[src/rtl/ntask_pkg.sv]
package ntask_pkg;
  typedef enum logic [1:0] {
    OP_CALL = 2'd0,
    OP_INT  = 2'd1,
    OP_IRET = 2'd2,
    OP_RSVD = 2'd3
  } op_e;

  localparam int FW      = 32;
  localparam int TF_BIT  = 8;
  localparam int NT_BIT  = 14;
  localparam int RF_BIT  = 16;
  localparam int VM_BIT  = 17;

  localparam logic [FW-1:0] NT_MASK    = FW'(1) << NT_BIT;
  localparam logic [FW-1:0] ENTRY_CLR  = (FW'(1) << TF_BIT) | (FW'(1) << NT_BIT) |
                                         (FW'(1) << RF_BIT) | (FW'(1) << VM_BIT);
endpackage

[src/rtl/ntask_cmd_decode.sv]
module ntask_cmd_decode
  import ntask_pkg::*;
(
  input  logic       cmd_valid,
  input  logic [1:0] cmd_op,
  input  logic       nt_set,
  input  logic       dest_busy,
  input  logic       stk_full,
  input  logic       stk_empty,
  output logic       act_call,
  output logic       act_int,
  output logic       act_tret,
  output logic       act_nret,
  output logic       act_fault
);
  always_comb begin
    act_call  = 1'b0;
    act_int   = 1'b0;
    act_tret  = 1'b0;
    act_nret  = 1'b0;
    act_fault = 1'b0;
    if (cmd_valid) begin
      unique case (op_e'(cmd_op))
        OP_CALL: if (dest_busy) act_fault = 1'b1; else act_call = 1'b1;
        OP_INT:  if (stk_full)  act_fault = 1'b1; else act_int  = 1'b1;
        OP_IRET: begin
          if (nt_set)         act_tret  = 1'b1;
          else if (stk_empty) act_fault = 1'b1;
          else                act_nret  = 1'b1;
        end
        default: act_fault = 1'b1;
      endcase
    end
  end
endmodule

[src/rtl/ntask_frame_mem.sv]
module ntask_frame_mem #(
  parameter int NTASK = 8,
  parameter int DEPTH = 4,
  parameter int DW    = 48,
  localparam int TW   = $clog2(NTASK),
  localparam int PW   = (DEPTH > 1) ? $clog2(DEPTH) : 1,
  localparam int CW   = $clog2(DEPTH + 1),
  localparam int MW   = TW + PW
) (
  input  logic          clk,
  input  logic          rst,
  input  logic          push,
  input  logic          pop,
  input  logic [TW-1:0] task_sel,
  input  logic [DW-1:0] wdata,
  output logic [DW-1:0] rdata,
  output logic          full,
  output logic          empty
);
  logic [DW-1:0] mem [NTASK*DEPTH];
  logic [CW-1:0] cnt_q [NTASK];
  logic [CW-1:0] cur_cnt;
  logic [PW-1:0] wr_ptr, rd_ptr;
  logic [MW-1:0] wr_idx, rd_idx;

  assign cur_cnt = cnt_q[task_sel];
  assign full    = (cur_cnt == CW'(DEPTH));
  assign empty   = (cur_cnt == '0);
  assign wr_ptr  = PW'(cur_cnt);
  assign rd_ptr  = PW'(cur_cnt) - PW'(1);
  assign wr_idx  = {task_sel, wr_ptr};
  assign rd_idx  = {task_sel, rd_ptr};

  always_ff @(posedge clk) begin
    if (rst) begin
      for (int i = 0; i < NTASK; i++) cnt_q[i] <= '0;
    end else begin
      for (int i = 0; i < NTASK; i++) begin
        if (task_sel == TW'(i)) begin
          if (push && !full)       cnt_q[i] <= cnt_q[i] + CW'(1);
          else if (pop && !empty)  cnt_q[i] <= cnt_q[i] - CW'(1);
        end
      end
    end
  end

  always_ff @(posedge clk) begin
    if (push && !full) mem[wr_idx] <= wdata;
  end

  assign rdata = mem[rd_idx];
endmodule

[src/rtl/ntask_task_table.sv]
module ntask_task_table
  import ntask_pkg::*;
#(
  parameter int NTASK = 8,
  parameter logic [31:0] FLAGS_INIT = 32'h0003_0102,
  localparam int TW = $clog2(NTASK)
) (
  input  logic          clk,
  input  logic          rst,
  input  logic [TW-1:0] cur_task,
  input  logic [TW-1:0] dest_task,
  input  logic [FW-1:0] cur_flags,
  input  logic          call_we,
  input  logic          tret_we,
  output logic [TW-1:0] link_of_cur,
  output logic [FW-1:0] dest_flags,
  output logic [FW-1:0] parent_flags,
  output logic          dest_busy
);
  logic [TW-1:0] link_q  [NTASK];
  logic [FW-1:0] fsave_q [NTASK];
  logic [NTASK-1:0] busy_q;

  always_ff @(posedge clk) begin
    if (rst) begin
      for (int i = 0; i < NTASK; i++) begin
        link_q[i]  <= '0;
        fsave_q[i] <= FLAGS_INIT;
      end
      busy_q <= NTASK'(1);
    end else if (call_we) begin
      link_q[dest_task]  <= cur_task;
      fsave_q[cur_task]  <= cur_flags;
      busy_q[dest_task]  <= 1'b1;
    end else if (tret_we) begin
      fsave_q[cur_task]  <= cur_flags & ~NT_MASK;
      busy_q[cur_task]   <= 1'b0;
    end
  end

  assign link_of_cur  = link_q[cur_task];
  assign dest_flags   = fsave_q[dest_task];
  assign parent_flags = fsave_q[link_of_cur];
  assign dest_busy    = busy_q[dest_task];
endmodule

[src/rtl/ntask_ret_ctrl.sv]
module ntask_ret_ctrl
  import ntask_pkg::*;
#(
  parameter int NTASK = 8,
  parameter int STK_DEPTH = 4,
  parameter int AW = 16,
  parameter logic [31:0] FLAGS_INIT = 32'h0003_0102,
  localparam int TW = $clog2(NTASK),
  localparam int DW = FW + AW
) (
  input  logic          clk,
  input  logic          rst,
  input  logic          cmd_valid,
  input  logic [1:0]    cmd_op,
  input  logic [TW-1:0] cmd_task,
  input  logic [AW-1:0] cmd_addr,
  output logic [TW-1:0] cur_task,
  output logic [31:0]   flags,
  output logic [AW-1:0] resume_addr,
  output logic          done,
  output logic          task_sw,
  output logic          norm_ret,
  output logic          fault
);
  logic [TW-1:0] cur_q;
  logic [FW-1:0] flags_q;
  logic [AW-1:0] resume_q;
  logic          done_q, sw_q, nret_q, fault_q;

  logic act_call, act_int, act_tret, act_nret, act_fault;
  logic stk_full, stk_empty, dest_busy;
  logic [DW-1:0] frame_rd;
  logic [TW-1:0] link_cur;
  logic [FW-1:0] dest_flags, parent_flags;

  ntask_cmd_decode u_dec (
    .cmd_valid (cmd_valid),
    .cmd_op    (cmd_op),
    .nt_set    (flags_q[NT_BIT]),
    .dest_busy (dest_busy),
    .stk_full  (stk_full),
    .stk_empty (stk_empty),
    .act_call  (act_call),
    .act_int   (act_int),
    .act_tret  (act_tret),
    .act_nret  (act_nret),
    .act_fault (act_fault)
  );

  ntask_frame_mem #(.NTASK(NTASK), .DEPTH(STK_DEPTH), .DW(DW)) u_stk (
    .clk      (clk),
    .rst      (rst),
    .push     (act_int),
    .pop      (act_nret),
    .task_sel (cur_q),
    .wdata    ({flags_q, cmd_addr}),
    .rdata    (frame_rd),
    .full     (stk_full),
    .empty    (stk_empty)
  );

  ntask_task_table #(.NTASK(NTASK), .FLAGS_INIT(FLAGS_INIT)) u_tbl (
    .clk          (clk),
    .rst          (rst),
    .cur_task     (cur_q),
    .dest_task    (cmd_task),
    .cur_flags    (flags_q),
    .call_we      (act_call),
    .tret_we      (act_tret),
    .link_of_cur  (link_cur),
    .dest_flags   (dest_flags),
    .parent_flags (parent_flags),
    .dest_busy    (dest_busy)
  );

  always_ff @(posedge clk) begin
    if (rst) begin
      cur_q    <= '0;
      flags_q  <= FLAGS_INIT;
      resume_q <= '0;
      done_q   <= 1'b0;
      sw_q     <= 1'b0;
      nret_q   <= 1'b0;
      fault_q  <= 1'b0;
    end else begin
      done_q  <= act_call | act_int | act_tret | act_nret;
      sw_q    <= act_call | act_tret;
      nret_q  <= act_nret;
      fault_q <= act_fault;
      if (act_call) begin
        cur_q   <= cmd_task;
        flags_q <= dest_flags | NT_MASK;
      end else if (act_int) begin
        flags_q <= flags_q & ~ENTRY_CLR;
      end else if (act_tret) begin
        cur_q   <= link_cur;
        flags_q <= parent_flags;
      end else if (act_nret) begin
        flags_q  <= frame_rd[DW-1:AW];
        resume_q <= frame_rd[AW-1:0];
      end
    end
  end

  assign cur_task    = cur_q;
  assign flags       = flags_q;
  assign resume_addr = resume_q;
  assign done        = done_q;
  assign task_sw     = sw_q;
  assign norm_ret    = nret_q;
  assign fault       = fault_q;
endmodule

[config.mk]
export PLATFORM = sky130hd
export DESIGN_NAME = ntask_ret_ctrl
export DESIGN_NICKNAME = d
export VERILOG_FILES = /design/src/rtl/ntask_pkg.sv /design/src/rtl/ntask_cmd_decode.sv /design/src/rtl/ntask_frame_mem.sv /design/src/rtl/ntask_task_table.sv /design/src/rtl/ntask_ret_ctrl.sv
export SDC_FILE = /design/constraint.sdc
export NUM_CORES = 2
export LEC_CHECK = 0
export BUFFER_PORTS_ARGS = -buffer_cell sky130_fd_sc_hd__buf_4
export CORE_UTILIZATION = 58
export DETAILED_ROUTE_END_ITERATION = 8
export HOLD_SLACK_MARGIN = 0.08
export MAX_ROUTING_LAYER = met4
export PLACE_DENSITY = 0.77
export SYNTH_ARGS = -nofsm -noshare
export SYNTH_HDL_FRONTEND = slang
export SYNTH_SLANG_ARGS = --single-unit
[constraint.sdc]
create_clock -name clk -period 5.8 [get_ports clk]
set_input_delay 0.87 -clock clk [delete_from_list [all_inputs] [get_ports clk]]
set_output_delay 0.87 -clock clk [all_outputs]
set_load 0.05 [all_outputs]
==> flow_metrics.py <==
metrics = {
    "timing": {
        "worst_pin_slew_ns": 1.230,
        "fin_crit_sh_pct": 84.08,
        "skew_ns": 0.03575,
        "finalSetupTns_ns": 0,
        "finalSetupViolations": 0,
        "fmax_mhz": 205.1,
        "finalHoldViolCount": 0,
        "finalHoldWorstSlack_ns": 0.3474,
        "min_period_ns": 4.877,
        "maxSlewHeadroom_pct": 17.81,
        "final_max_slew_viol_count": 0,
        "rsz0062_at_grt": "false",
    },
    "finish": {
        "fin_area_um2": 86130,
        "fill_cells": 8329,
        "final_common_cell": "edfxtp_1",
        "fin_nets": 4731,
        "layout_common_cells": "edfxtp_1 (1840), nand2_1 (454), mux2i_1 (323)",
        "drive_gt1_share_pct": 17.56,
        "final_cell_count_no_fill": 6611,
        "area_delta_synth_final_pct": 12.32,
    },
    "setup_path": {
        "path_cells": "buf_4 > mux4_2 > mux2i_1 > ha_2 > buf_4 > nand2_1 > a21oi_1 > a2111oi_0 > a41oi_1",
        "worstPathRequired_ns": 6.44,
        "cp_num_buf_inv": 2,
        "cp_max_fo": 31,
        "startpoint_type": "register",
        "crit_path_end_kind": "register",
        "critical_path.max_stage_delay_ns": 1.02,
        "cp_top_family": "compound AO/OA/AOI/OAI gates",
        "crit_arrival_ns": 5.52,
        "critPathMostFrequentCell": "buf_4",
        "cpMaxStageDelayCell": "a2111oi_0",
        "path_class": "reg2reg",
    },
    "power": {
        "finalPower_w": 0.03027,
        "power.leakage_nw": 28.58,
        "power_density_nw_per_um2": 351.4,
        "vdd_drop_max_uv": 276.6,
    },
    "yosys": {
        "ys_ff_latch": 1906,
        "synth-compound-area-share_pct": 6.182,
        "synth-seq-area-share_pct": 73.78,
        "synthMuxAreaShare_pct": 10.58,
        "syn-num-nets": 4592,
        "synth_top_flop_cell": "edfxtp_1",
        "synth-edff-count": 1840,
        "yosysUniqueCellTypes": 70,
        "async_flop_share_pct": 0,
        "synth_top_family_by_area": "multiplexers",
        "synth_area_leader_cell": "edfxtp_1",
        "synthAdderAreaFrac_pct": 0.2806,
        "syn_inst": 4555,
        "yosys-top-cells-area": "edfxtp_1 (72%), mux4_2 (6.3%), mux2i_1 (4.2%)",
        "synth_top_area_share_pct": 72.05,
        "yosys.area_share.simple_pct": 6.903,
        "syn-cell-area_um2": 76680,
        "yosys_warnings": 0,
        "syn_area_per_cell_um2": 16.84,
        "synthXorXnorAreaFrac_pct": 0.1028,
    },
    "global_route": {
        "grt_max_degree": 182,
        "grt_pass1_vias": 44930,
        "grt_pass1_wl_um": 307300,
        "gr-total-overflow": 0,
        "antenna_found_initial": 8,
        "grtUsageTotal_pct": 33.28,
    },
    "cts": {
        "htreeDepth": 4,
        "cts_sinks": 1906,
        "cts_tree": "built",
        "cts_hold_buf": 0,
        "post_cts.repair.setup_buffers": 0,
        "clk_latency_ns": 0.83,
        "cts_inserted_buffers": 181,
        "cts.clk_slew.worst_paths_ns": 0.06,
        "clock_tree.buffer_depth": 3,
        "root_buffer": "clkbuf_16",
        "cts_resized": 0,
    },
    "placement": {
        "dp.cells": 6266,
        "gp_congestion": 0.9166,
        "dpl.hpwl_um": 118800,
        "io_buffers": 78,
        "place_area_um2": 80190,
    },
    "routing": {
        "dr.pass1.iters": 8,
        "viasPerCell": 7.021,
        "drc": 4,
        "first_iter_violations": 7769,
        "postRouteAntennaNets": 0,
        "num_vias": 46420,
        "routed_wirelength_um": 215600,
        "avgRoutedWirePerCell_um": 32.61,
    },
    "min_path": {
        "hp-class": "in2reg",
    },
    "floorplanning": {
        "die_area_um2": 133700,
        "core_area_um2": 131300,
        "start_util_pct": 58.40,
        "fp.dieH_um": 365.6,
        "rows": 133,
        "die_w_um": 365.6,
        "ioPinCount": 79,
    },
    "status": {
        "status": "complete, but fails checks",
        "failed_checks": "DRC",
    },
    "flow_run": {
        "drv_cap": 0,
    },
}
==> metal layers <==
metal,track usage [%],vias to the layer above,routed length (µm)
li1,-,18600,-
met1,43.60,23090,75560
met2,49.48,3997,99360
met3,8.596,732,30730
met4,14.71,0,9949
met5,-,-,0
==> registers in the layout (all words and copies together), names as in the netlist, named ones only <==
signal	count
cur_task	3
done	1
fault	1
flags	32
norm_ret	1
resume_addr	16
task_sw	1
u_stk.cnt_q	24
u_stk.mem	1536
u_tbl.busy_q	8
u_tbl.fsave_q	256
u_tbl.link_q	24
==> worst paths after layout <==
path / slack [ns] / end / depth (start not counted) / from
worst max-delay path: 0.92 / resume_addr[14]$_SDFFE_PP0P_ / 9 / register
worst min-delay path: 0.35 / fault$_SDFF_PP0_ / 2 / cmd_valid
worst max register to register: 0.92 / resume_addr[14]$_SDFFE_PP0P_ / 9 / register
worst min register to register: 0.48 / u_tbl.busy_q[7]$_SDFFE_PP0P_ / 2 / u_tbl.busy_q[7]$_SDFFE_PP0P_
==> through the flow <==
step	setup WS, ns	utilization [%]
5_1_grt	0.6798	65.60
2_1_floorplan	0.5759	-
3_5_place_dp	1.138	61.08
4_1_cts	0.9879	65.59
3_3_place_gp	1.247	61.08
6_report	0.9232	65.60
==> layout make-up <==
cell class	count	area [µm²]	area share, %
sequential	1906	56580	65.69
timing repair buffer	275	2352	2.731
clock buffer	230	4877	5.662
tap	1755	2196	2.549
inverter	24	123.9	0.1438
antenna	9	22.52	0.02615
multi-input combinational	2306	18940	21.99
clock inverter	106	1044	1.211
==> worst reg2reg max path: stages (launching register included) <==
cell       delay [ns]
dfxtp_1          0.61
buf_4            0.28
mux4_2           0.50
mux2i_1          0.38
ha_2             0.40
buf_4            0.33
nand2_1          0.69
a21oi_1          0.22
a2111oi_0        1.02
a41oi_1          0.25
==> report_power, final <==
group	internal, W	switching, W
Combinational	0.000971	0.00199
Clock	0.00676	0.00509
Sequential	0.0153	0.000114
==> cell families (layout without fill, tap and decap cells) <==
logic type | Yosys count | count (layout)
muxes | 543 | 543
and+or+nand+nor | 1095 | 1095
adders and majority gates | 13 | 13
other | 0 | 9
buffers and inverters | 343 | 635
AOI/OAI and AO/OA | 646 | 646
xor gates and xnor gates | 9 | 9
DFF | 1906 | 1906
==> synthesized netlist by cell type, drive strengths merged, types with 7 or more instances <==
cell type  count
mux2i        325
mux4         213
a311oi        24
o22ai         60
o211ai         7
o221a         20
o2111ai       26
and2          48
edfxtp      1840
a21oi         59
nand4         58
xnor2          9
inv           22
nor3          23
nand2        454
a31oi         27
nor4          10
a32oi         46
or4           19
nor2b         10
fa             7
clkbuf       226
a221oi        37
a211oi        11
nand3        105
and3         201
nor2         120
o21ai         77
a22oi        213
dfxtp         66
or3           35
a221o         14
buf           93
(Power assumes the default switching activity.)
